### config.mk
export PLATFORM = sky130hd
export DESIGN_NAME = kcfg_port
export DESIGN_NICKNAME = d
export VERILOG_FILES = /design/src/rtl/kcfg_pkg.sv /design/src/rtl/kcfg_ctrl.sv /design/src/rtl/kcfg_datapath.sv /design/src/rtl/kcfg_port.sv
export SDC_FILE = /design/constraint.sdc
export NUM_CORES = 1
export LEC_CHECK = 0
export BUFFER_PORTS_ARGS = -buffer_cell sky130_fd_sc_hd__buf_2
export CAP_MARGIN = 20
export CORE_MARGIN = 5
export CORE_UTILIZATION = 55
export DETAILED_ROUTE_END_ITERATION = 8
export PLACE_DENSITY = 0.75
export RECOVER_POWER = 100
export SLEW_MARGIN = 40
export SYNTH_ARGS = -nofsm -noshare
export SYNTH_HDL_FRONTEND = slang
export SYNTH_SLANG_ARGS = --single-unit
### constraint.sdc
create_clock -name clk -period 6.7 [get_ports clk]
set_input_delay 1.34 -clock clk [delete_from_list [all_inputs] [get_ports clk]]
set_output_delay 1.34 -clock clk [all_outputs]
set_load 0.02 [all_outputs]
### src/rtl/kcfg_pkg.sv
package kcfg_pkg;
  localparam int LANES = 8;
  localparam int DATA_W = 8 * LANES;
  localparam int KEY_W = 16;

  typedef struct packed {
    logic             selWrite;
    logic             dataRead;
    logic             dataWrite;
    logic             otherRead;
    logic [1:0]       size;
    logic [KEY_W-1:0] newKey;
  } strobe_t;
endpackage

### src/rtl/kcfg_ctrl.sv
module kcfg_ctrl
  import kcfg_pkg::*;
#(
  parameter int ADDR_W   = 5,
  parameter int DATA_OFF = 0,
  parameter int SEL_OFF  = 8
) (
  input  logic              clk,
  input  logic              rst,
  input  logic              reqValid,
  input  logic              reqWrite,
  input  logic [ADDR_W-1:0] reqAddr,
  input  logic [1:0]        reqSize,
  input  logic [DATA_W-1:0] reqWdata,
  output strobe_t           strobe
);
  logic hitData;
  logic hitSel;
  logic unusedHigh;

  assign hitData = (reqAddr == ADDR_W'(DATA_OFF));
  assign hitSel  = (reqAddr == ADDR_W'(SEL_OFF));
  assign unusedHigh = ^reqWdata[DATA_W-1:KEY_W];

  always_comb begin
    strobe = '0;
    strobe.size   = reqSize;
    strobe.newKey = reqWdata[KEY_W-1:0];
    if (reqValid) begin
      strobe.selWrite  = reqWrite && hitSel;
      strobe.dataWrite = reqWrite && hitData;
      strobe.dataRead  = !reqWrite && hitData;
      strobe.otherRead = !reqWrite && !hitData;
    end
  end

  // at most one action per access
  assert_one_strobe_R12: assert property (@(posedge clk) disable iff (rst)
    $onehot0({strobe.selWrite, strobe.dataWrite, strobe.dataRead, strobe.otherRead}));

  // an idle bus cycle produces no action
  assert_idle_quiet_R2: assert property (@(posedge clk) disable iff (rst)
    !reqValid |-> !(strobe.selWrite || strobe.dataWrite || strobe.dataRead || strobe.otherRead));
endmodule

### src/rtl/kcfg_datapath.sv
module kcfg_datapath
  import kcfg_pkg::*;
#(
  parameter logic [31:0] SIGNATURE     = 32'h4B49_5250,
  parameter bit          DMA_PRESENT   = 1'b0,
  parameter int          NUM_FILES     = 3,
  parameter int          FILE_BASE     = 32,
  parameter int          FILE_LEN_BASE = 5,
  parameter int          FILE_LEN_STEP = 3,
  parameter int          ARCH_LEN      = 6,
  parameter int          OFF_W         = 16
) (
  input  logic              clk,
  input  logic              rst,
  input  strobe_t           strobe,
  output logic              rspValid,
  output logic [DATA_W-1:0] rspData
);
  localparam int IDX_W = KEY_W - 2;

  logic [KEY_W-1:0] curKey;
  logic [OFF_W-1:0] curOff;
  logic [OFF_W-1:0] curLen;
  logic [3:0]       accBytes;
  logic [OFF_W:0]   advOff;
  logic [OFF_W-1:0] nextOff;
  logic [7:0]       laneByte [LANES];
  logic [DATA_W-1:0] packed_;

  function automatic logic [OFF_W-1:0] itemLen(input logic [KEY_W-1:0] key);
    logic [IDX_W-1:0] idx;
    int fileNo;
    idx = key[IDX_W-1:0];
    fileNo = int'(idx) - FILE_BASE;
    if (key[KEY_W-1]) begin
      itemLen = (idx == '0) ? OFF_W'(ARCH_LEN) : '0;
    end else if (idx == IDX_W'(0) || idx == IDX_W'(1)) begin
      itemLen = OFF_W'(4);
    end else if (fileNo >= 0 && fileNo < NUM_FILES) begin
      itemLen = OFF_W'(FILE_LEN_BASE + FILE_LEN_STEP * fileNo);
    end else begin
      itemLen = '0;
    end
  endfunction

  function automatic logic [7:0] itemByte(input logic [KEY_W-1:0] key,
                                          input logic [OFF_W:0]   off);
    logic [IDX_W-1:0] idx;
    int fileNo;
    logic [31:0] feat;
    idx = key[IDX_W-1:0];
    fileNo = int'(idx) - FILE_BASE;
    feat = {30'd0, DMA_PRESENT, 1'b1};
    itemByte = 8'h00;
    if (key[KEY_W-1]) begin
      itemByte = 8'(32'hA0 + 32'(off));
    end else if (idx == IDX_W'(0)) begin
      case (off[1:0])
        2'd0: itemByte = SIGNATURE[31:24];
        2'd1: itemByte = SIGNATURE[23:16];
        2'd2: itemByte = SIGNATURE[15:8];
        default: itemByte = SIGNATURE[7:0];
      endcase
    end else if (idx == IDX_W'(1)) begin
      itemByte = feat[8*off[1:0] +: 8];
    end else begin
      itemByte = 8'(32'h5A + 32'(fileNo) * 16 + 32'(off) * 7);
    end
  endfunction

  assign curLen   = itemLen(curKey);
  assign accBytes = 4'd1 << strobe.size;
  assign advOff   = {1'b0, curOff} + (OFF_W+1)'(accBytes);
  assign nextOff  = (advOff > {1'b0, curLen}) ? curLen : advOff[OFF_W-1:0];

  for (genvar k = 0; k < LANES; k++) begin : gLane
    logic [OFF_W:0] pos;
    assign pos = {1'b0, curOff} + (OFF_W+1)'(k);
    assign laneByte[k] = (4'(k) < accBytes && pos < {1'b0, curLen})
                         ? itemByte(curKey, pos) : 8'h00;
    assign packed_[8*k +: 8] = laneByte[k];
  end

  always_ff @(posedge clk) begin
    if (rst) begin
      curKey   <= '0;
      curOff   <= '0;
      rspValid <= 1'b0;
      rspData  <= '0;
    end else begin
      rspValid <= strobe.dataRead || strobe.otherRead;
      rspData  <= strobe.dataRead ? packed_ : '0;
      if (strobe.selWrite) begin
        curKey <= strobe.newKey;
        curOff <= '0;
      end else if (strobe.dataRead) begin
        curOff <= nextOff;
      end
    end
  end

  // the cursor never passes the end of the selected item
  assert_offset_bound_R6: assert property (@(posedge clk) disable iff (rst)
    curOff <= curLen);

  // a selector write loads the key and rewinds the cursor
  assert_sel_resets_R2: assert property (@(posedge clk) disable iff (rst)
    strobe.selWrite |=> (curOff == '0) && (curKey == $past(strobe.newKey)));

  // data writes leave key and cursor untouched
  assert_write_ignored_R11: assert property (@(posedge clk) disable iff (rst)
    strobe.dataWrite |=> $stable(curOff) && $stable(curKey));

  // a response follows every read, and only reads
  assert_resp_follows_R12: assert property (@(posedge clk) disable iff (rst)
    (strobe.dataRead || strobe.otherRead) |=> rspValid);
  assert_no_spurious_R12: assert property (@(posedge clk) disable iff (rst)
    !(strobe.dataRead || strobe.otherRead) |=> !rspValid);

  // reads away from the data register return zero
  assert_other_zero_R12: assert property (@(posedge clk) disable iff (rst)
    strobe.otherRead |=> rspData == '0);
endmodule

### src/rtl/kcfg_port.sv
module kcfg_port
  import kcfg_pkg::*;
#(
  parameter logic [31:0] SIGNATURE     = 32'h4B49_5250,
  parameter bit          DMA_PRESENT   = 1'b0,
  parameter int          NUM_FILES     = 3,
  parameter int          FILE_BASE     = 32,
  parameter int          FILE_LEN_BASE = 5,
  parameter int          FILE_LEN_STEP = 3,
  parameter int          ARCH_LEN      = 6,
  parameter int          OFF_W         = 16,
  parameter int          ADDR_W        = 5
) (
  input  logic              clk,
  input  logic              rst,
  input  logic              reqValid,
  input  logic              reqWrite,
  input  logic [ADDR_W-1:0] reqAddr,
  input  logic [1:0]        reqSize,
  input  logic [63:0]       reqWdata,
  output logic              rspValid,
  output logic [63:0]       rspData
);
  strobe_t strobe;

  kcfg_ctrl #(.ADDR_W(ADDR_W), .DATA_OFF(0), .SEL_OFF(8)) uCtrl (
    .clk(clk), .rst(rst), .reqValid(reqValid), .reqWrite(reqWrite),
    .reqAddr(reqAddr), .reqSize(reqSize), .reqWdata(reqWdata), .strobe(strobe)
  );

  kcfg_datapath #(
    .SIGNATURE(SIGNATURE), .DMA_PRESENT(DMA_PRESENT), .NUM_FILES(NUM_FILES),
    .FILE_BASE(FILE_BASE), .FILE_LEN_BASE(FILE_LEN_BASE),
    .FILE_LEN_STEP(FILE_LEN_STEP), .ARCH_LEN(ARCH_LEN), .OFF_W(OFF_W)
  ) uData (
    .clk(clk), .rst(rst), .strobe(strobe), .rspValid(rspValid), .rspData(rspData)
  );
endmodule

---- Word-level counts from Yosys, hierarchy flattened ----
Cells that the tools add are included.
word-level totals
  flip-flop bits (word level) ............. 97
  logic and storage cells ................. 176
  ROM bits ................................ 0
  bits of input ports ..................... 75
  output and inout bits ................... 65
  latch bits .............................. 0
  memories kept ........................... 0
  bits in writable memories ............... 0
operators by class
  $add $sub $neg .......................... 27
  multiply operators ...................... 9
  bitwise gates (word level) .............. 9
  reduce and logical (&&, ||, !) cells .... 36
  divide/modulo/power cells ............... 0
  equal/unequal tests ..................... 18
  order comparisons ....................... 19
  mux-type cells .......................... 38
  shift-type cells ........................ 9
operator list
  kind                       count
  $shiftx A32 B6 Y8 const A  8
  $mux W8                    24
  $pmux W5 S3                8
  $lt A17 B16 Y1             7
  $mul A17 B3 Y8 const B     7
  $add A16 B3 Y17 const B    4
  $add A8 B8 Y8              8
  $add A8 B8 Y8 const A      8
  $mux W16                   4
  $add A16 B2 Y17 const B    2
  $reduce_or A3 Y1           8
  $add A16 B1 Y17 const B    1
  $add A16 B4 Y17            1
  $gt A17 B16 Y1             1
  $add A4 B16 Y16 const A    1
  $eq A2 B1 Y1 const B       8
  $eq A2 B2 Y1 const B       8
  $logic_not A2 Y1           8
  $lt A16 B16 Y1             1
  $lt A3 B4 Y1 const A       4
  $mul A16 B3 Y8 const B     1
  $mul A3 B15 Y16 const A    1
  $ge A15 B1 Y1 const B      1
  $lt A15 B3 Y1 const B      1
  other kinds (16)           40

---- Longest topological paths before layout ----
Gate-level depths: netlist of run 1.
  word-level depth ........................ 10
  gate-level depth with buffers ........... 24
  gate-level depth less buffers ........... 23

---- Modules after synthesis ----
From an unflattened synthesis of run 1, not the netlist that was laid out.
unflattened totals
  cells, all modules ...................... 1,661
  area total of the unflattened synthesis .. 13,783.2 µm²
modules (own cells, without submodules)
  module         sequential area each (µm²)  times used  area each (µm²)  cells an instance
  kcfg_datapath  1,921.8                     1           13,598.0         1,635
  kcfg_ctrl      0.0                         1           185.2            26

---- Worst setup path before layout of run 1 ----
No wires, ideal clock.
  kind .................................... register to register
  start ................................... register uData.curKey[8]
  end ..................................... register uData.curOff[10]
  data required time ...................... 6,583 ps
  path buffers ............................ 2
  period minus slack after synthesis ...... 5,415 ps
  slack ................................... 1,285 ps
  arrival time ............................ 5,298 ps
  cell stages (with the launch flop) ...... 23
  cell sequence ........................... dfxtp_1 or4_4 nor3_1 xor2_1 inv_1 ha_1 nand3_1 a2111oi_0 and3_1 ha_1 nand2b_1 a21oi_1 clkbuf_1 nand2_1 ha_1 and4_1 a221oi_1 o21ai_0 o211ai_1 nand3_1 clkbuf_1 or2_2 a32o_1
on the way
  cells in the longest elaborated chain, start to end .. 8
  elaborated cells between the ends (all ways) .. 15
  those cells by class .................... 2 x add/sub; 1 x mul; 3 x order compare; 1 x eq/ne; 5 x mux; 3 x reduce/logical
ends and longest elaborated chain
  what                                                    line                                      source
  from (decl)                                             kcfg_datapath.sv:21                       logic [KEY_W-1:0] curKey;
  from (signal assigned)                                  kcfg_datapath.sv:94                       curKey <= strobe.newKey;
  $sub A14 B6 Y15                                         --
  $mul A3 B15 Y16, or another cell as far along           kcfg_datapath.sv:40                       itemLen = OFF_W'(FILE_LEN_BASE + FILE_LEN_STEP * fileNo);
  $add A4 B16 Y16 or $logic_and A1 B1 Y1 (tied branches)  kcfg_datapath.sv:40, kcfg_datapath.sv:39
  $mux W16                                                kcfg_datapath.sv:39                       end else if (fileNo >= 0 && fileNo < NUM_FILES) begin
  $mux W16                                                kcfg_datapath.sv:37                       end else if (idx == IDX_W'(0) || idx == IDX_W'(1)) begin
  $mux W16 *                                              kcfg_datapath.sv:35                       if (key[KEY_W-1]) begin
  $gt A17 B16 Y1                                          kcfg_datapath.sv:74                       assign nextOff = (advOff > {1'b0, curLen}) ? curLen : advOff[OFF_W-1:0];
  $mux W16 *                                              kcfg_datapath.sv:74
  to (signal assigned)                                    kcfg_datapath.sv:97                       curOff <= nextOff;
  to (decl)                                               kcfg_datapath.sv:22                       logic [OFF_W-1:0] curOff;
Every way passes the cells marked *; elsewhere a longest branch is shown, timed or not.
A chain may end at the register's enable or synchronous reset.

---- Worst setup path after layout of run 1 ----
  start ................................... register uData.curKey[8]
  end ..................................... register uData.rspData[54]
on the way
  cells in the longest elaborated chain, start to end .. 10
  elaborated cells between the ends (all ways) .. 20
  those cells by class .................... 2 x add/sub; 1 x mul; 3 x order compare; 1 x eq/ne; 7 x mux; 1 x bitwise; 5 x reduce/logical
ends and longest elaborated chain
  what                                                    line                                      source
  $sub A14 B6 Y15                                         --
  $mul A3 B15 Y16, or another cell as far along           kcfg_datapath.sv:40
  $add A4 B16 Y16 or $logic_and A1 B1 Y1 (tied branches)  kcfg_datapath.sv:40, kcfg_datapath.sv:39
  $mux W16                                                kcfg_datapath.sv:39
  $mux W16                                                kcfg_datapath.sv:37
  $mux W16                                                kcfg_datapath.sv:35
  $lt A17 B16 Y1                                          kcfg_datapath.sv:79                       assign laneByte[k] = (4'(k) < accBytes && pos < {1'b0, curLen})
  $logic_and A1 B1 Y1                                     kcfg_datapath.sv:79
  $not A1 Y1 (no line)                                    --
  $reduce_or A3 Y1 (no line)                              --
  to (signal assigned)                                    kcfg_datapath.sv:92                       rspData <= strobe.dataRead ? packed_ : '0;
  to (decl)                                               kcfg_datapath.sv:17                       output logic [DATA_W-1:0] rspData
Several ways; a longest one is shown, not always the timed one.

==> impl_metrics.env, run 1 <==
export IMPL_start_util=0.5544
export IMPL_place_gp_congestion=1.034
export IMPL_ys_types=74
export IMPL_crit_type="reg2reg"
export IMPL_synth_area_sq_um=13840
export IMPL_wl_per_cell_microns=21.03
export IMPL_layout_nets=2173
export IMPL_fp_row_count=58
export IMPL_drc=0
export IMPL_yosys_most_used_dff="dfxtp_1"
export IMPL_endpoint_kind="register"
export IMPL_ant_nets=0
export IMPL_clk_pin_slew_ps=80
export IMPL_antenna_cells=0
export IMPL_peakVddDrop_mv=0.08522
export IMPL_min_period_over_period=0.9182
export IMPL_mappedNetlistNets=2079
export IMPL_async_flop_share=0
export IMPL_grt_pass1_vias=12790
export IMPL_postCtsSetupRepairBufs=0
export IMPL_final_max_slew_viol_count=0
export IMPL_cts_hold_buffers=0
export IMPL_r2r_cells=22
export IMPL_hold_viol_final=0
export IMPL_vias=12870
export IMPL_cp_arrival_ps=6400
export IMPL_grt_use_total=0.3078
export IMPL_tightest_slew_ps=1252
export IMPL_drtPass1Iterations=6
export IMPL_die_h_microns=168.6
export IMPL_clock_path_buffers=2
export IMPL_layout_setup_ws_ps=548.0
export IMPL_grt_max_degree=77
export IMPL_pre_cts_slack_ps=884.1
export IMPL_cts_root_buffer_cell="clkbuf_16"
export IMPL_core_area_sq_um=24960
export IMPL_dp_cells=2091
export IMPL_fin_crit_ps=6152
export IMPL_synth_seq_cells=96
export IMPL_maxCapViolCount=0
export IMPL_drt_iter0_drc=1251
export IMPL_fin_tns_setup_ps=0
export IMPL_dp_hpwl_microns=33600
export IMPL_synth_edf_count=0
export IMPL_p_leak_nw=7.124
export IMPL_area_delta_synth_final_pct=9.311
export IMPL_crit_fanout=8
export IMPL_syn_inst=1679
export IMPL_fmax_mhz=162.6
export IMPL_rsz0062_at_grt="false"
export IMPL_totalWireLength_microns=44320
export IMPL_io_pins=140
export IMPL_slew_headroom=0.1583
export IMPL_io_buffers=90
export IMPL_layout_drive_gt1_share=0.06468
export IMPL_numCtsBuffers=9
export IMPL_fin_skew_ps=12.97
export IMPL_instances_no_fill=2108
export IMPL_via_per_inst=6.105
export IMPL_power_density_nw_per_um2=91.74
export IMPL_grt_pass1_wl_microns=68740
export IMPL_seq_area_frac_synth=0.1389
export IMPL_required_ps=6940
export IMPL_cts_sinks=96
export IMPL_status="finished, final reports clean"
export IMPL_syn_mean_instance_area_sq_um=8.243
export IMPL_gr_total_overflow=0
export IMPL_cts_tree="yes"
export IMPL_dieArea_sq_um=28440
export IMPL_clk_latency_ps=370
export IMPL_antenna_found_initial=0
export IMPL_ctsResizeCount=0
export IMPL_setup_viol=0
export IMPL_htreeDepth=3
export IMPL_hold_class="reg2reg"
export IMPL_hold_depth=2
export IMPL_start_kind="register"
export IMPL_ys_warnings_count=0
export IMPL_die_x_microns=168.6
==> path summary, 6_finish.rpt <==
check / startpoint / endpoint / slack (ps)
hold / removal: uData.curKey[11]$_SDFFE_PP0P_ / uData.curKey[11]$_SDFFE_PP0P_ / 480
setup reg to reg: uData.curKey[8]$_SDFFE_PP0P_ / uData.rspData[54]$_SDFF_PP0_ / 550
hold reg to reg: uData.curKey[11]$_SDFFE_PP0P_ / uData.curKey[11]$_SDFFE_PP0P_ / 480
setup / recovery: uData.curKey[8]$_SDFFE_PP0P_ / uData.rspData[54]$_SDFF_PP0_ / 550
==> flip-flops by register name, summed over array words and instances, names as in the netlist <==
signal	cells
uData.curOff	16
uData.rspValid	1
uData.curKey	15
uData.rspData	64
==> kinds of logic after synthesis <==
group	after synthesis	synth area share
flops	96	0.1389
xor+xnor	205	0.1313
buf+inv	235	0.06382
mux	13	0.009673
simple gates	442	0.1574
compound gates	363	0.1721
fa+ha+maj	325	0.3269
==> where the power goes <==
group	internal (mW)	switching, mW	total [mW]
sequential	0.571	0.00171	0.573
clock	0.330	0.260	0.590
combinational	0.0926	0.132	0.225
==> metrics by stage <==
| stage | area [sq um] | total power, mW | hold slack, ps | utilization |
|---|---|---|---|---|
| 5_1_grt | 15130 | 1.443 | 540.2 | 0.6061 |
| 2_1_floorplan | 13840 | 0.7490 | 458.1 | - |
| 4_1_cts | 15250 | 1.396 | 496.3 | 0.6109 |
| 3_5_place_dp | 14930 | 0.8096 | 484.9 | 0.5980 |
| 6_report | 15130 | 1.388 | 483.9 | 0.6061 |
| 3_3_place_gp | 14880 | 0.8031 | 472.7 | 0.5959 |
==> layout by cell type (no fill, tap or decap), types with 9 or more instances in the layout <==
master and instances:
nand4_1 31, and3_1 10, nand2_1 125, buf_2 24
o21ai_0 55, clkbuf_16 9, xor2_1 67, or2_2 10
nor2_1 99, mux2i_1 9, fa_1 61, nor3_1 46
o211ai_1 9, nand3_1 37, o21a_1 12, clkbuf_1 71
inv_1 175, a22oi_1 12, a221oi_1 14, a21oi_1 123
ha_1 264, a2111oi_0 9, buf_4 47, dfxtp_1 94
nor2b_1 17, nand2b_1 13, a21o_1 52, xnor2_1 135
a211oi_1 17, o21bai_1 9
==> synth_stat cells (9+ instances only) <==
cell       number  area, sq um
o21ai_0        53        265.3
and2_1          9        56.30
nor2_1        101        379.1
clkbuf_1       50        187.7
inv_1         175        656.9
fa_1           61         1221
ha_1          264         3303
xor2_1         68        595.6
mux2i_1        10        100.1
a22oi_1        12        90.09
nor2b_1        17        106.4
nand3_1        37        185.2
o21a_1         12        90.09
or2_2          10        62.56
a221oi_1       14        122.6
nand2_1       125        469.2
o21bai_1        9        67.56
and3_1         10        62.56
nand2b_1       13        81.33
nor3_1         46        230.2
a2111oi_0       9        78.83
a21oi_1       123        615.6
a21o_1         52        390.4
o211ai_1        9        67.56
nand4_1        31        193.9
a211oi_1       17        127.6
dfxtp_1        96         1922
xnor2_1       135         1182
==> critical path, cell delays in order (launching register included) <==
cell and delay (ps):
dfxtp_1 360, or4_1 640, nor3_1 360, xor2_1 160, inv_1 90, ha_1 150
nand3_1 60, a2111oi_0 390, and3_1 220, ha_1 200, nand2b_1 230, nand2b_1 270
nor3_1 360, inv_1 110, clkbuf_1 390, ha_1 440, and4_1 220, a211oi_1 220
o21ai_0 160, a211o_1 280, o21ai_0 130, a21oi_1 250, a221oi_1 340
==> layer usage <==
layer | track usage | wire length (microns) | part of all wire
met1 | 0.3865 | 17860 | 0.40
met2 | 0.5037 | 19780 | 0.45
met3 | 0.05301 | 3974 | 0.090
met4 | 0.1687 | 2704 | 0.061
met5 | 0 | 0 | 0
==> layout make-up <==
class,instances,area (sq um)
multi-input combinational,1348,11070
clock buffer,10,229.0
timing repair buffer,141,735.7
sequential,96,1924
tap,330,412.9
inverter,177,664.4
fill,2271,9834
clock inverter,6,91.34
Power figures use the tool's default switching activity.
==> run 2, diff against run 1 <==
--- a/config.mk
+++ b/config.mk
@@ -7,6 +7,7 @@
 export LEC_CHECK = 0
 export BUFFER_PORTS_ARGS = -buffer_cell sky130_fd_sc_hd__buf_2
 export CAP_MARGIN = 20
+export CORE_ASPECT_RATIO = 1.4
 export CORE_MARGIN = 5
 export CORE_UTILIZATION = 55
 export DETAILED_ROUTE_END_ITERATION = 8
==> run 2 against run 1 <==
  * Worst hold slack about the same
  * Sequential share of layout area up 0.089 points
  * Critical path depth is the same
  * Final cell count fell by 1.1%
  * Register-to-register slack lost 150 ps
  * Power decreased by 3.2%
  * Clock power is 7.6% lower
  * First-iteration DRC count shrank 31%
  * Via count down 0.35%
  * Count of clock-buffer cells in the layout up 1
  * Critical endpoint is now uData.curOff[6]$_SDFFE_PP0P_
  * Largest cell class unchanged
  * Largest power group is now sequential cells
  * Highest routed layer unchanged
==> impl_metrics.env, run 2 (synthesized netlist as in run 1, its figures left out) <==
export IMPL_clk_latency_ps=370
export IMPL_cp_arrival_ps=6600
export IMPL_place_gp_congestion=1.002
export IMPL_cpMaxStageDelayCell="or4_1"
export IMPL_ant_nets=0
export IMPL_grt_use_total=0.3097
export IMPL_layout_drive_gt1_share=0.05936
export IMPL_grt_busiest_layer="met2"
export IMPL_gr_usage_met3=0.04156
export IMPL_peakVddDrop_mv=0.1906
export IMPL_area_delta_synth_final_pct=8.479
export IMPL_final_util=0.6064
export IMPL_required_ps=7000
export IMPL_post_route_cell_area_sq_um=15010
export IMPL_reg_top3="uData.rspData x64, uData.curOff x16, uData.curKey x15"
export IMPL_critPathBufInv=3
export IMPL_clk_pin_slew_ps=70
export IMPL_fin_crit_ps=6300
export IMPL_grt_use_met1=0.3472
export IMPL_drtPass1Iterations=7
export IMPL_crit_fanout=14
export IMPL_setup_viol=0
export IMPL_maxCapViolCount=0
export IMPL_grt_max_degree=92
export IMPL_drc=0
export IMPL_slew_headroom=0.1394
export IMPL_fin_skew_ps=18.96
export IMPL_cp_top_family="simple AND/OR/NAND/NOR gates"
export IMPL_final_max_slew_viol_count=0
export IMPL_endpoint_kind="register"
export IMPL_htreeDepth=3
export IMPL_vias=12820
export IMPL_io_pins=140
export IMPL_hold_viol_final=0
export IMPL_hold_class="reg2reg"
export IMPL_power_mw=1.344
export IMPL_wl_per_cell_microns=20.85
export IMPL_die_h_microns=197.7
export IMPL_start_kind="register"
export IMPL_crit_type="reg2reg"
export IMPL_core_area_sq_um=24760
export IMPL_tightest_slew_ps=1277
export IMPL_max_stage_delay_ps=640
export IMPL_clock_path_buffers=2
export IMPL_pre_cts_slack_ps=596.9
export IMPL_fin_tns_setup_ps=0
export IMPL_cts_sinks=96
export IMPL_gr_total_overflow=0
export IMPL_final_cell_mix="ha_1 (264), inv_1 (175), xnor2_1 (135)"
export IMPL_dp_hpwl_microns=33980
export IMPL_totalWireLength_microns=43450
export IMPL_status="finished, final reports clean"
export IMPL_io_buffers=90
export IMPL_min_period_over_period=0.9403
export IMPL_fmax_mhz=158.7
export IMPL_postCtsSetupRepairBufs=0
export IMPL_layout_nets=2165
export IMPL_die_x_microns=144.1
export IMPL_via_per_inst=6.154
export IMPL_antenna_found_initial=0
export IMPL_grt_pass1_vias=12930
export IMPL_final_common_cell="ha_1"
export IMPL_p_leak_nw=7.072
export IMPL_n_fill_cell=2230
export IMPL_post_dp_cell_area_sq_um=14820
export IMPL_regArea_sq_um=1923
export IMPL_cts_tree="yes"
export IMPL_start_util=0.5590
export IMPL_numCtsBuffers=9
export IMPL_drt_iter0_drc=865
export IMPL_layout_setup_ws_ps=399.9
export IMPL_fp_row_count=68
export IMPL_ctsResizeCount=0
export IMPL_dp_cells=2069
export IMPL_rsz0062_at_grt="false"
export IMPL_cts_hold_buffers=0
export IMPL_holdWs_ps=483.6
export IMPL_power_density_nw_per_um2=89.50
export IMPL_grt_pass1_wl_microns=68660
export IMPL_dieArea_sq_um=28480
export IMPL_cts_root_buffer_cell="clkbuf_16"
export IMPL_crit_chain="or4_1 > nor3_1 > xor2_1 > inv_1 > ha_1 > nand3_1 > a2111oi_0 > and3_1 > ha_1 > nand2b_1 > nand2b_1 > nor3_1 > inv_1 > ha_1 > nand3_1 > nor2_1 > nand4_1 > o211ai_1 > nand3_1 > buf_4 > mux2_2 > a21oi_1"
export IMPL_regMostFlops="uData.rspData"
export IMPL_antenna_cells=0
export IMPL_multi_input_area_sq_um=11050
export IMPL_instances_no_fill=2084
export IMPL_met2_usage=0.5242
export IMPL_largest_reg_flops=64
## run 2: report_power, final
group	total (mW)	switching, mW	internal [mW]
sequential	0.573	0.00123	0.571
combinational	0.226	0.133	0.0932
clock	0.545	0.245	0.299
## run 2: worst reg2reg max path, stage by stage (launching register included)
cell and delay [ps]:
dfxtp_1 360, or4_1 640, nor3_1 350, xor2_1 170
inv_1 100, ha_1 150, nand3_1 60, a2111oi_0 430
and3_1 230, ha_1 210, nand2b_1 270, nand2b_1 290
nor3_1 330, inv_1 350, ha_1 390, nand3_1 90
nor2_1 220, nand4_1 160, o211ai_1 180, nand3_1 500
buf_4 360, mux2_2 280, a21oi_1 140
## run 2: path summary, 6_finish.rpt
check / cells after the start / start / end / slack, ps
max reg2reg: 22 / uData.curKey[8]$_SDFFE_PP0P_ / uData.curOff[6]$_SDFFE_PP0P_ / 400
max: 22 / uData.curKey[8]$_SDFFE_PP0P_ / uData.curOff[6]$_SDFFE_PP0P_ / 400
min: 2 / uData.curKey[11]$_SDFFE_PP0P_ / uData.curKey[11]$_SDFFE_PP0P_ / 480
min reg2reg: 2 / uData.curKey[11]$_SDFFE_PP0P_ / uData.curKey[11]$_SDFFE_PP0P_ / 480
## run 2: cell type report
class	count	area share
multi-input cells	1348	0.7362
flip-flops and latches	96	0.1281
repair buffers	133	0.04550
inverters	177	0.04425
well taps	315	0.02625
clock buffers	11	0.01617
clock inverters	4	0.003583
## run 2: per-layer routing
layer | up-vias | share of wire
met5 | - | 0
met2 | 544 | 0.48
li1 | 6019 | -
met1 | 6025 | 0.37
met3 | 236 | 0.061
met4 | 0 | 0.091
